File: src/rtl/hdr_ratio_pkg.sv
package hdr_ratio_pkg;

    typedef enum logic [1:0] {
        ST_IDLE    = 2'd0,
        ST_COLLECT = 2'd1,
        ST_DONE    = 2'd2,
        ST_FAULT   = 2'd3
    } hdr_state_e;

    localparam logic [1:0] RATIO_X1 = 2'd0;
    localparam logic [1:0] RATIO_X2 = 2'd1;
    localparam logic [1:0] RATIO_X4 = 2'd2;
    localparam logic [1:0] RATIO_X8 = 2'd3;

endpackage

File: src/rtl/hdr_word_ctr.sv
module hdr_word_ctr #(
    parameter int ENC_WORD = 69,
    parameter int CMP_WORD = 229
) (
    input  logic clk,
    input  logic rst_n,
    input  logic clr,
    input  logic inc,
    output logic at_enc,
    output logic at_cmp
);
    localparam int CNT_W = $clog2(CMP_WORD + 2);

    logic [CNT_W-1:0] cnt_q;

    always_ff @(posedge clk) begin
        if (!rst_n || clr) begin
            cnt_q <= '0;
        end else if (inc) begin
            cnt_q <= cnt_q + 1'b1;
        end
    end

    assign at_enc = (cnt_q == CNT_W'(ENC_WORD));
    assign at_cmp = (cnt_q == CNT_W'(CMP_WORD));
endmodule

File: src/rtl/hdr_flag_cap.sv
module hdr_flag_cap #(
    parameter int          WORD_W   = 32,
    parameter logic [31:0] ENC_MASK = 32'h0000_000C,
    parameter logic [31:0] CMP_MASK = 32'h0000_0002
) (
    input  logic              clk,
    input  logic              rst_n,
    input  logic              clr,
    input  logic              cap_enc,
    input  logic [WORD_W-1:0] word,
    output logic              enc_q,
    output logic              cmp_now
);
    localparam logic [WORD_W-1:0] ENC_M = ENC_MASK[WORD_W-1:0];
    localparam logic [WORD_W-1:0] CMP_M = CMP_MASK[WORD_W-1:0];

    always_ff @(posedge clk) begin
        if (!rst_n || clr) begin
            enc_q <= 1'b0;
        end else if (cap_enc) begin
            enc_q <= |(word & ENC_M);
        end
    end

    // compressed when the marker bit is clear
    assign cmp_now = ((word & CMP_M) == '0);
endmodule

File: src/rtl/hdr_ratio_enc.sv
module hdr_ratio_enc
    import hdr_ratio_pkg::*;
(
    input  logic       enc,
    input  logic       cmp,
    input  logic       wide,
    output logic [1:0] code
);
    always_comb begin
        if (!enc && !cmp) begin
            code = RATIO_X1;
        end else begin
            code = cmp ? RATIO_X4 : RATIO_X2;
            if (wide) begin
                code = code + 2'd1;
            end
        end
    end
endmodule

File: src/rtl/hdr_ratio_sel.sv
module hdr_ratio_sel
    import hdr_ratio_pkg::*;
#(
    parameter int          WORD_W   = 32,
    parameter int          ENC_WORD = 69,
    parameter int          CMP_WORD = 229,
    parameter logic [31:0] ENC_MASK = 32'h0000_000C,
    parameter logic [31:0] CMP_MASK = 32'h0000_0002
) (
    input  logic              clk,
    input  logic              rst_n,
    input  logic              start_i,
    input  logic              word_valid_i,
    input  logic [WORD_W-1:0] word_i,
    input  logic              last_i,
    input  logic              wide_i,
    output logic [1:0]        ratio_o,
    output logic              ratio_valid_o,
    output logic              short_err_o
);
    hdr_state_e state_q, state_d;

    logic accept;
    logic at_enc, at_cmp;
    logic enc_q, cmp_now;
    logic [1:0] code;
    logic hdr_complete, hdr_short;

    assign accept       = (state_q == ST_COLLECT) && word_valid_i && !start_i;
    assign hdr_complete = accept && at_cmp;
    assign hdr_short    = accept && !at_cmp && last_i;

    hdr_word_ctr #(
        .ENC_WORD (ENC_WORD),
        .CMP_WORD (CMP_WORD)
    ) u_ctr (
        .clk    (clk),
        .rst_n  (rst_n),
        .clr    (start_i),
        .inc    (accept),
        .at_enc (at_enc),
        .at_cmp (at_cmp)
    );

    hdr_flag_cap #(
        .WORD_W   (WORD_W),
        .ENC_MASK (ENC_MASK),
        .CMP_MASK (CMP_MASK)
    ) u_flags (
        .clk     (clk),
        .rst_n   (rst_n),
        .clr     (start_i),
        .cap_enc (accept && at_enc),
        .word    (word_i),
        .enc_q   (enc_q),
        .cmp_now (cmp_now)
    );

    hdr_ratio_enc u_enc (
        .enc  (enc_q),
        .cmp  (cmp_now),
        .wide (wide_i),
        .code (code)
    );

    always_comb begin
        state_d = state_q;
        unique case (state_q)
            ST_IDLE: begin
                if (start_i) state_d = ST_COLLECT;
            end
            ST_COLLECT: begin
                if (start_i)           state_d = ST_COLLECT;
                else if (hdr_complete) state_d = ST_DONE;
                else if (hdr_short)    state_d = ST_FAULT;
            end
            ST_DONE: begin
                if (start_i) state_d = ST_COLLECT;
            end
            ST_FAULT: begin
                if (start_i) state_d = ST_COLLECT;
            end
            default: state_d = ST_IDLE;
        endcase
    end

    always_ff @(posedge clk) begin
        if (!rst_n) begin
            state_q <= ST_IDLE;
        end else begin
            state_q <= state_d;
        end
    end

    always_ff @(posedge clk) begin
        if (!rst_n) begin
            ratio_o       <= RATIO_X1;
            ratio_valid_o <= 1'b0;
            short_err_o   <= 1'b0;
        end else begin
            ratio_valid_o <= 1'b0;
            if (start_i) begin
                ratio_o     <= RATIO_X1;
                short_err_o <= 1'b0;
            end else if (hdr_complete) begin
                ratio_o       <= code;
                ratio_valid_o <= 1'b1;
            end else if (hdr_short) begin
                short_err_o <= 1'b1;
            end
        end
    end
endmodule

File: config.mk
export PLATFORM = sky130hd
export DESIGN_NAME = hdr_ratio_sel
export DESIGN_NICKNAME = d
export VERILOG_FILES = /design/src/rtl/hdr_ratio_pkg.sv /design/src/rtl/hdr_word_ctr.sv /design/src/rtl/hdr_flag_cap.sv /design/src/rtl/hdr_ratio_enc.sv /design/src/rtl/hdr_ratio_sel.sv
export SDC_FILE = /design/constraint.sdc
export NUM_CORES = 1
export LEC_CHECK = 0
export ABC_AREA = 0
export BUFFER_PORTS_ARGS = -buffer_cell sky130_fd_sc_hd__buf_2
export CAP_MARGIN = 15
export CORE_MARGIN = 2
export CORE_UTILIZATION = 45
export CTS_CLUSTER_SIZE = 25
export DETAILED_ROUTE_END_ITERATION = 8
export GPL_ROUTABILITY_DRIVEN = 1
export PLACE_DENSITY_LB_ADDON = 0.15
export SYNTH_ARGS = -nofsm -noshare
export SYNTH_HDL_FRONTEND = slang
export SYNTH_HIERARCHICAL = 1
export SYNTH_SLANG_ARGS = --single-unit
File: constraint.sdc
create_clock -name clk -period 3.2 [get_ports clk]
set_clock_uncertainty 0.2 [all_clocks]
set_input_delay 0.96 -clock clk [delete_from_list [all_inputs] [get_ports clk]]
set_output_delay 0.96 -clock clk [all_outputs]
set_load 0.005 [all_outputs]
==> flow_metrics.env, run 1 <==
export IMPL_cts_sinks=15
export IMPL_relSlewSlack=0.728
export IMPL_drive_above_1_share=0.216
export IMPL_synth_warnings=6
export IMPL_clock_root_buffer="clkbuf_4"
export IMPL_vdd_drop_max_mv=0.252
export IMPL_synth_xor_area_frac=0.0489
export IMPL_worstMarginPinSlew_ns=0.406
export IMPL_critical_path_class="in -> reg"
export IMPL_synth_seq_area_share=0.419
export IMPL_nets=139
export IMPL_synthMuxAreaShare=0.0279
export IMPL_switchingPower_uw=72.1
export IMPL_area_growth_pct=14.7
export IMPL_die_w_um=43.9
export IMPL_wire_per_inst_um=10.5
export IMPL_fillers=150
export IMPL_crit_arrival_ns=2.25
export IMPL_swShare=0.227
export IMPL_multiInputGateArea_um2=380
export IMPL_post_cts_buffers=0
export IMPL_synthesis_nets=124
export IMPL_yosysMostFrequentCell="dfxtp_1"
export IMPL_crit_chain="buf_2, nor4bb_2, buf_4, nand4_2, or3_1, a21oi_1"
export IMPL_cts_inserted_buffers=3
export IMPL_drc=0
export IMPL_power_per_cell_area_nw_per_um2=386
export IMPL_diodes=0
export IMPL_crit_path_max_fanout=13
export IMPL_worstSetupStartpointType="input pin"
export IMPL_clkTransAtPathRegs_ns=0.10
export IMPL_htreeDepth=1
export IMPL_synth_compound_area_share=0.138
export IMPL_die_area_um2=1930
export IMPL_yosys_area_share_simple=0.255
export IMPL_place_gp_congestion=0.695
export IMPL_required_ns=3.22
export IMPL_cap_violations=0
export IMPL_start_util=0.476
export IMPL_drtIter0Drc=4
export IMPL_synth_top_family_by_area="simple AND/OR/NAND/NOR gates"
export IMPL_cts_resized=0
export IMPL_fin_tns_setup_ns=0
export IMPL_place_ws_ns=0.672
export IMPL_critPathTopFamily="simple AND/OR/NAND/NOR gates"
export IMPL_ys_ff_latch=15
export IMPL_max_freq_mhz=449
export IMPL_synth_top_area_cell="dfxtp_1"
export IMPL_syn_area_per_cell_um2=8.64
export IMPL_cts_tree="built"
export IMPL_gr_usage_all_layers=0.146
export IMPL_synth_area_leaders="dfxtp_1, ha_1, nor2_1"
export IMPL_intPower_uw=245
export IMPL_insertion_delay_ns=0.28
export IMPL_finalPower_uw=317
export IMPL_synth_top_area_frac=0.419
export IMPL_async_flop_share=0
export IMPL_grt_pass1_wl_um=2090
export IMPL_num_rows=14
export IMPL_status="finished clean"
export IMPL_worstSetupEndpointType="flip-flop"
export IMPL_seqPwrFrac=0.597
export IMPL_ys_top_cells_by_count="dfxtp_1, nor2_1, inv_1, nand2_1, a21oi_1"
export IMPL_drtAntennaViolNets=0
export IMPL_timing_final_crit_share=0.696
export IMPL_fp_dieH_um=43.9
export IMPL_grt_start_max_net_pins=14
export IMPL_netlist_area_um2=717
export IMPL_seqCellArea_um2=300
export IMPL_port_buffers=12
export IMPL_pwr_share_clk=0.334
export IMPL_hold_class="reg -> reg"
export IMPL_setup_viol_count_final=0
export IMPL_power_frac_comb=0.069
export IMPL_ctsHoldBuffers=0
export IMPL_synth_edf_count=0
export IMPL_rsz0062_at_grt="no"
export IMPL_worst_path_max_delay_cell="or3_1"
export IMPL_core_area_um2=1510
export IMPL_antenna_found_initial=0
export IMPL_netlist_instances=83
export IMPL_routed_via_density=5.29
export IMPL_grt_ovfl_total=0
export IMPL_fin_crit_ns=2.23
export IMPL_leakagePower_uw=0.000369
export IMPL_cp_slowest_stage_delay_ns=0.38
export IMPL_finalMaxSlewViolations=0
export IMPL_finalHoldViolCount=0
export IMPL_layout_setup_ws_ns=0.973
export IMPL_ys_flop_type="dfxtp_1"
export IMPL_first_pass_iters=4
export IMPL_synth_fa_ha_area_frac=0.0524
export IMPL_clockBufferDepth=2
export IMPL_hpwl_um=887
export IMPL_vias=598
export IMPL_critical_path_buf_inv_count=2
export IMPL_wirelength_um=1180
export IMPL_grt_pass1_vias=527
export IMPL_synth_cell_type_count=29
export IMPL_whs_ns=0.255
export IMPL_io_pins=42
## layout by cell type, fill, tap and decap left out, types with 2 or more instances in the layout
cell type / n
nand4_1: 3
clkbuf_4: 3
inv_1: 7
mux2i_1: 2
dfxtp_1: 15
or3_1: 3
nand3_1: 2
a21oi_1: 5
xor2_1: 3
ha_1: 3
buf_2: 12
o21ba_1: 2
nand2b_1: 2
o21ai_0: 4
nand2_1: 7
nor2_1: 10
## power groups by stage
stage	Clock, uW	Combinational (uW)	Sequential, uW
global route	120	24.8	190
detailed placement	0	21.9	194
global placement	0	21.4	194
finish	106	21.9	189
floorplan	0	13.5	193
CTS	112	22.1	189
## final timing paths
path                           start                     endpoint  slack, ns  depth (start not counted)
min reg2reg  ratio_o[1]$_SDFFE_PP0P_      ratio_o[1]$_SDFFE_PP0P_       0.25                          2
max reg2reg  state_q[1]$_SDFFE_PN0P_  u_ctr/cnt_q[7]$_SDFFE_PP0P_       1.44                          5
min          ratio_o[1]$_SDFFE_PP0P_      ratio_o[1]$_SDFFE_PP0P_       0.25                          2
max                          start_i  u_ctr/cnt_q[7]$_SDFFE_PP0P_       0.97                          6
## layout make-up
type	instances	share of cell area
clock buffers	3	0.0274
inverters	7	0.0320
well taps	16	0.0244
repair buffers	13	0.0822
clock inverters	1	0.00609
flip-flops and latches	15	0.365
multi-input cells	58	0.463
## layer usage
layer / part of all wire / GRT usage
met4: 0.0093 / 0.109
met1: 0.47 / 0.173
met2: 0.48 / 0.232
met3: 0.044 / 0.0250
met5: 0 / 0
## worst register-to-register path, delay by kind of cell (launching register included)
family	cells	cell delay, ns
flops	1	0.33
compound gates	1	0.13
buf+inv	1	0.24
simple gates	3	0.80
## through the flow
step	cells	cell area [um^2]	utilization
5_1_grt	113	822	0.546
6_report	113	822	0.546
2_1_floorplan	83	717	-
3_3_place_gp	109	795	0.527
4_1_cts	113	822	0.546
3_5_place_dp	109	795	0.527
## kinds of logic after synthesis
kind of cell             after synthesis
AO/OA/AOI/OAI                         15
XOR/XNOR                               4
adder cells (fa/ha/maj)                3
buffers and inverters                 10
flip-flops                            15
multiplexers                           2
AND/OR/NAND/NOR                       34
## registers in the layout, summed over array words and instances, names as in the netlist
name / cells
short_err_o: 1
ratio_valid_o: 1
u_ctr/cnt_q: 8
ratio_o: 2
u_flags/enc_q: 1
state_q: 2
(Power assumes the default switching activity.)
==> run 2: changes to the inputs <==
CORE_UTILIZATION = 41   (was 45)
clock period = 2.3 ns   (was 3.2 ns; I/O delays follow)
==> flow_metrics.env, run 2 (synthesized netlist as in run 1, its figures left out) <==
export IMPL_area_growth_pct=16.8
export IMPL_grt_pass1_wl_um=2090
export IMPL_drtIter0Drc=7
export IMPL_regMostFlops="u_ctr/cnt_q"
export IMPL_finalPower_uw=448
export IMPL_post_dp_cell_area_um2=811
export IMPL_top_regs="u_ctr/cnt_q: 8 flops, ratio_o: 2 flops, state_q: 2 flops"
export IMPL_relSlewSlack=0.738
export IMPL_drive_above_1_share=0.222
export IMPL_worstSetupStartpointType="input pin"
export IMPL_vias=604
export IMPL_fp_dieH_um=45.8
export IMPL_critical_path_buf_inv_count=2
export IMPL_grt_ovfl_total=0
export IMPL_final_common_cell="dfxtp_1"
export IMPL_place_gp_congestion=0.697
export IMPL_io_pins=42
export IMPL_grt_pass1_vias=519
export IMPL_routed_via_density=5.21
export IMPL_grt_start_max_net_pins=10
export IMPL_worst_path_max_delay_cell="or3_1"
export IMPL_antenna_found_initial=0
export IMPL_layout_setup_ws_ns=0.394
export IMPL_clockBufferDepth=2
export IMPL_place_ws_ns=0.0979
export IMPL_finalHoldViolCount=0
export IMPL_critPathTopFamily="simple AND/OR/NAND/NOR gates"
export IMPL_clkTransAtPathRegs_ns=0.09
export IMPL_die_area_um2=2100
export IMPL_drtAntennaViolNets=0
export IMPL_insertion_delay_ns=0.28
export IMPL_worstMarginPinSlew_ns=0.391
export IMPL_fin_tns_setup_ns=0
export IMPL_required_ns=2.31
export IMPL_first_pass_iters=2
export IMPL_clock_root_buffer="clkbuf_4"
export IMPL_worstSetupEndpointType="flip-flop"
export IMPL_nets=141
export IMPL_crit_arrival_ns=1.92
export IMPL_cts_sinks=15
export IMPL_largest_register_ffs=8
export IMPL_post_cts_buffers=0
export IMPL_diodes=0
export IMPL_rsz0062_at_grt="no"
export IMPL_cts_tree="built"
export IMPL_design_area_um2=837
export IMPL_critical_path_class="in -> reg"
export IMPL_setup_viol_count_final=0
export IMPL_fin_crit_ns=1.91
export IMPL_cap_violations=0
export IMPL_status="finished clean"
export IMPL_leakagePower_uw=0.000376
export IMPL_hold_class="reg -> reg"
export IMPL_drc=0
export IMPL_gr_usage_all_layers=0.142
export IMPL_final_cell_mix="dfxtp_1, buf_2, nor2_1"
export IMPL_timing_final_crit_share=0.829
export IMPL_wirelength_um=1230
export IMPL_htreeDepth=1
export IMPL_max_freq_mhz=525
export IMPL_start_util=0.424
export IMPL_port_buffers=12
export IMPL_wire_per_inst_um=10.6
export IMPL_cts_inserted_buffers=3
export IMPL_crit_chain="buf_2, nor4bb_2, buf_4, nand4_2, or3_1, a21oi_1"
export IMPL_crit_path_max_fanout=9
export IMPL_vdd_drop_max_mv=0.405
export IMPL_core_area_um2=1690
export IMPL_ctsHoldBuffers=0
export IMPL_die_w_um=45.8
export IMPL_power_per_cell_area_nw_per_um2=536
export IMPL_r2r_slack_ns=0.59
export IMPL_hpwl_um=934
export IMPL_cts_resized=0
export IMPL_cp_slowest_stage_delay_ns=0.37
export IMPL_finalMaxSlewViolations=0
export IMPL_num_rows=15
[run 2: path summary, 6_finish.rpt]
check / end / cells past startpoint / from
min reg2reg: ratio_o[1]$_SDFFE_PP0P_ / 2 / ratio_o[1]$_SDFFE_PP0P_
min: ratio_o[1]$_SDFFE_PP0P_ / 2 / ratio_o[1]$_SDFFE_PP0P_
max reg2reg: u_ctr/cnt_q[7]$_SDFFE_PP0P_ / 5 / state_q[1]$_SDFFE_PN0P_
max: u_ctr/cnt_q[7]$_SDFFE_PP0P_ / 6 / start_i
[run 2: worst register-to-register path: stages, from the launching register on]
cell,delay [ns]
dfxtp_1,0.33
nor4bb_2,0.26
buf_4,0.20
nand4_2,0.14
or3_1,0.38
a21oi_1,0.14
[run 2: layout make-up]
type | count | area [um^2]
clock buffer | 4 | 26.3
fill | 173 | 852
sequential | 15 | 300
inverter | 7 | 26.3
tap | 17 | 21.3
timing repair buffer | 15 | 82.6
multi-input combinational | 58 | 380
[run 2: per-layer routing]
layer  up-vias  share of wire  GRT usage
met5         -              0          0
met4         0         0.0081     0.0343
met3         2          0.036     0.0714
met2         7           0.47      0.214
met1       282           0.48      0.182
li1        313              -          -
[run 2: through the flow]
stage / hold slack, ns / utilization / std cells
CTS: 0.269 / 0.496 / 116
global route: 0.290 / 0.496 / 116
finish: 0.262 / 0.496 / 116
global placement: 0.242 / 0.480 / 112
floorplan: 0.224 / - / 83
detailed placement: 0.256 / 0.480 / 112
[run 2: power breakdown]
group          switching (uW)  leakage [uW]  internal [uW]
Clock                    87.0     0.0000150           67.3
Sequential               1.42      0.000121            262
Combinational            15.4      0.000240           15.4
Total                     104      0.000376            344
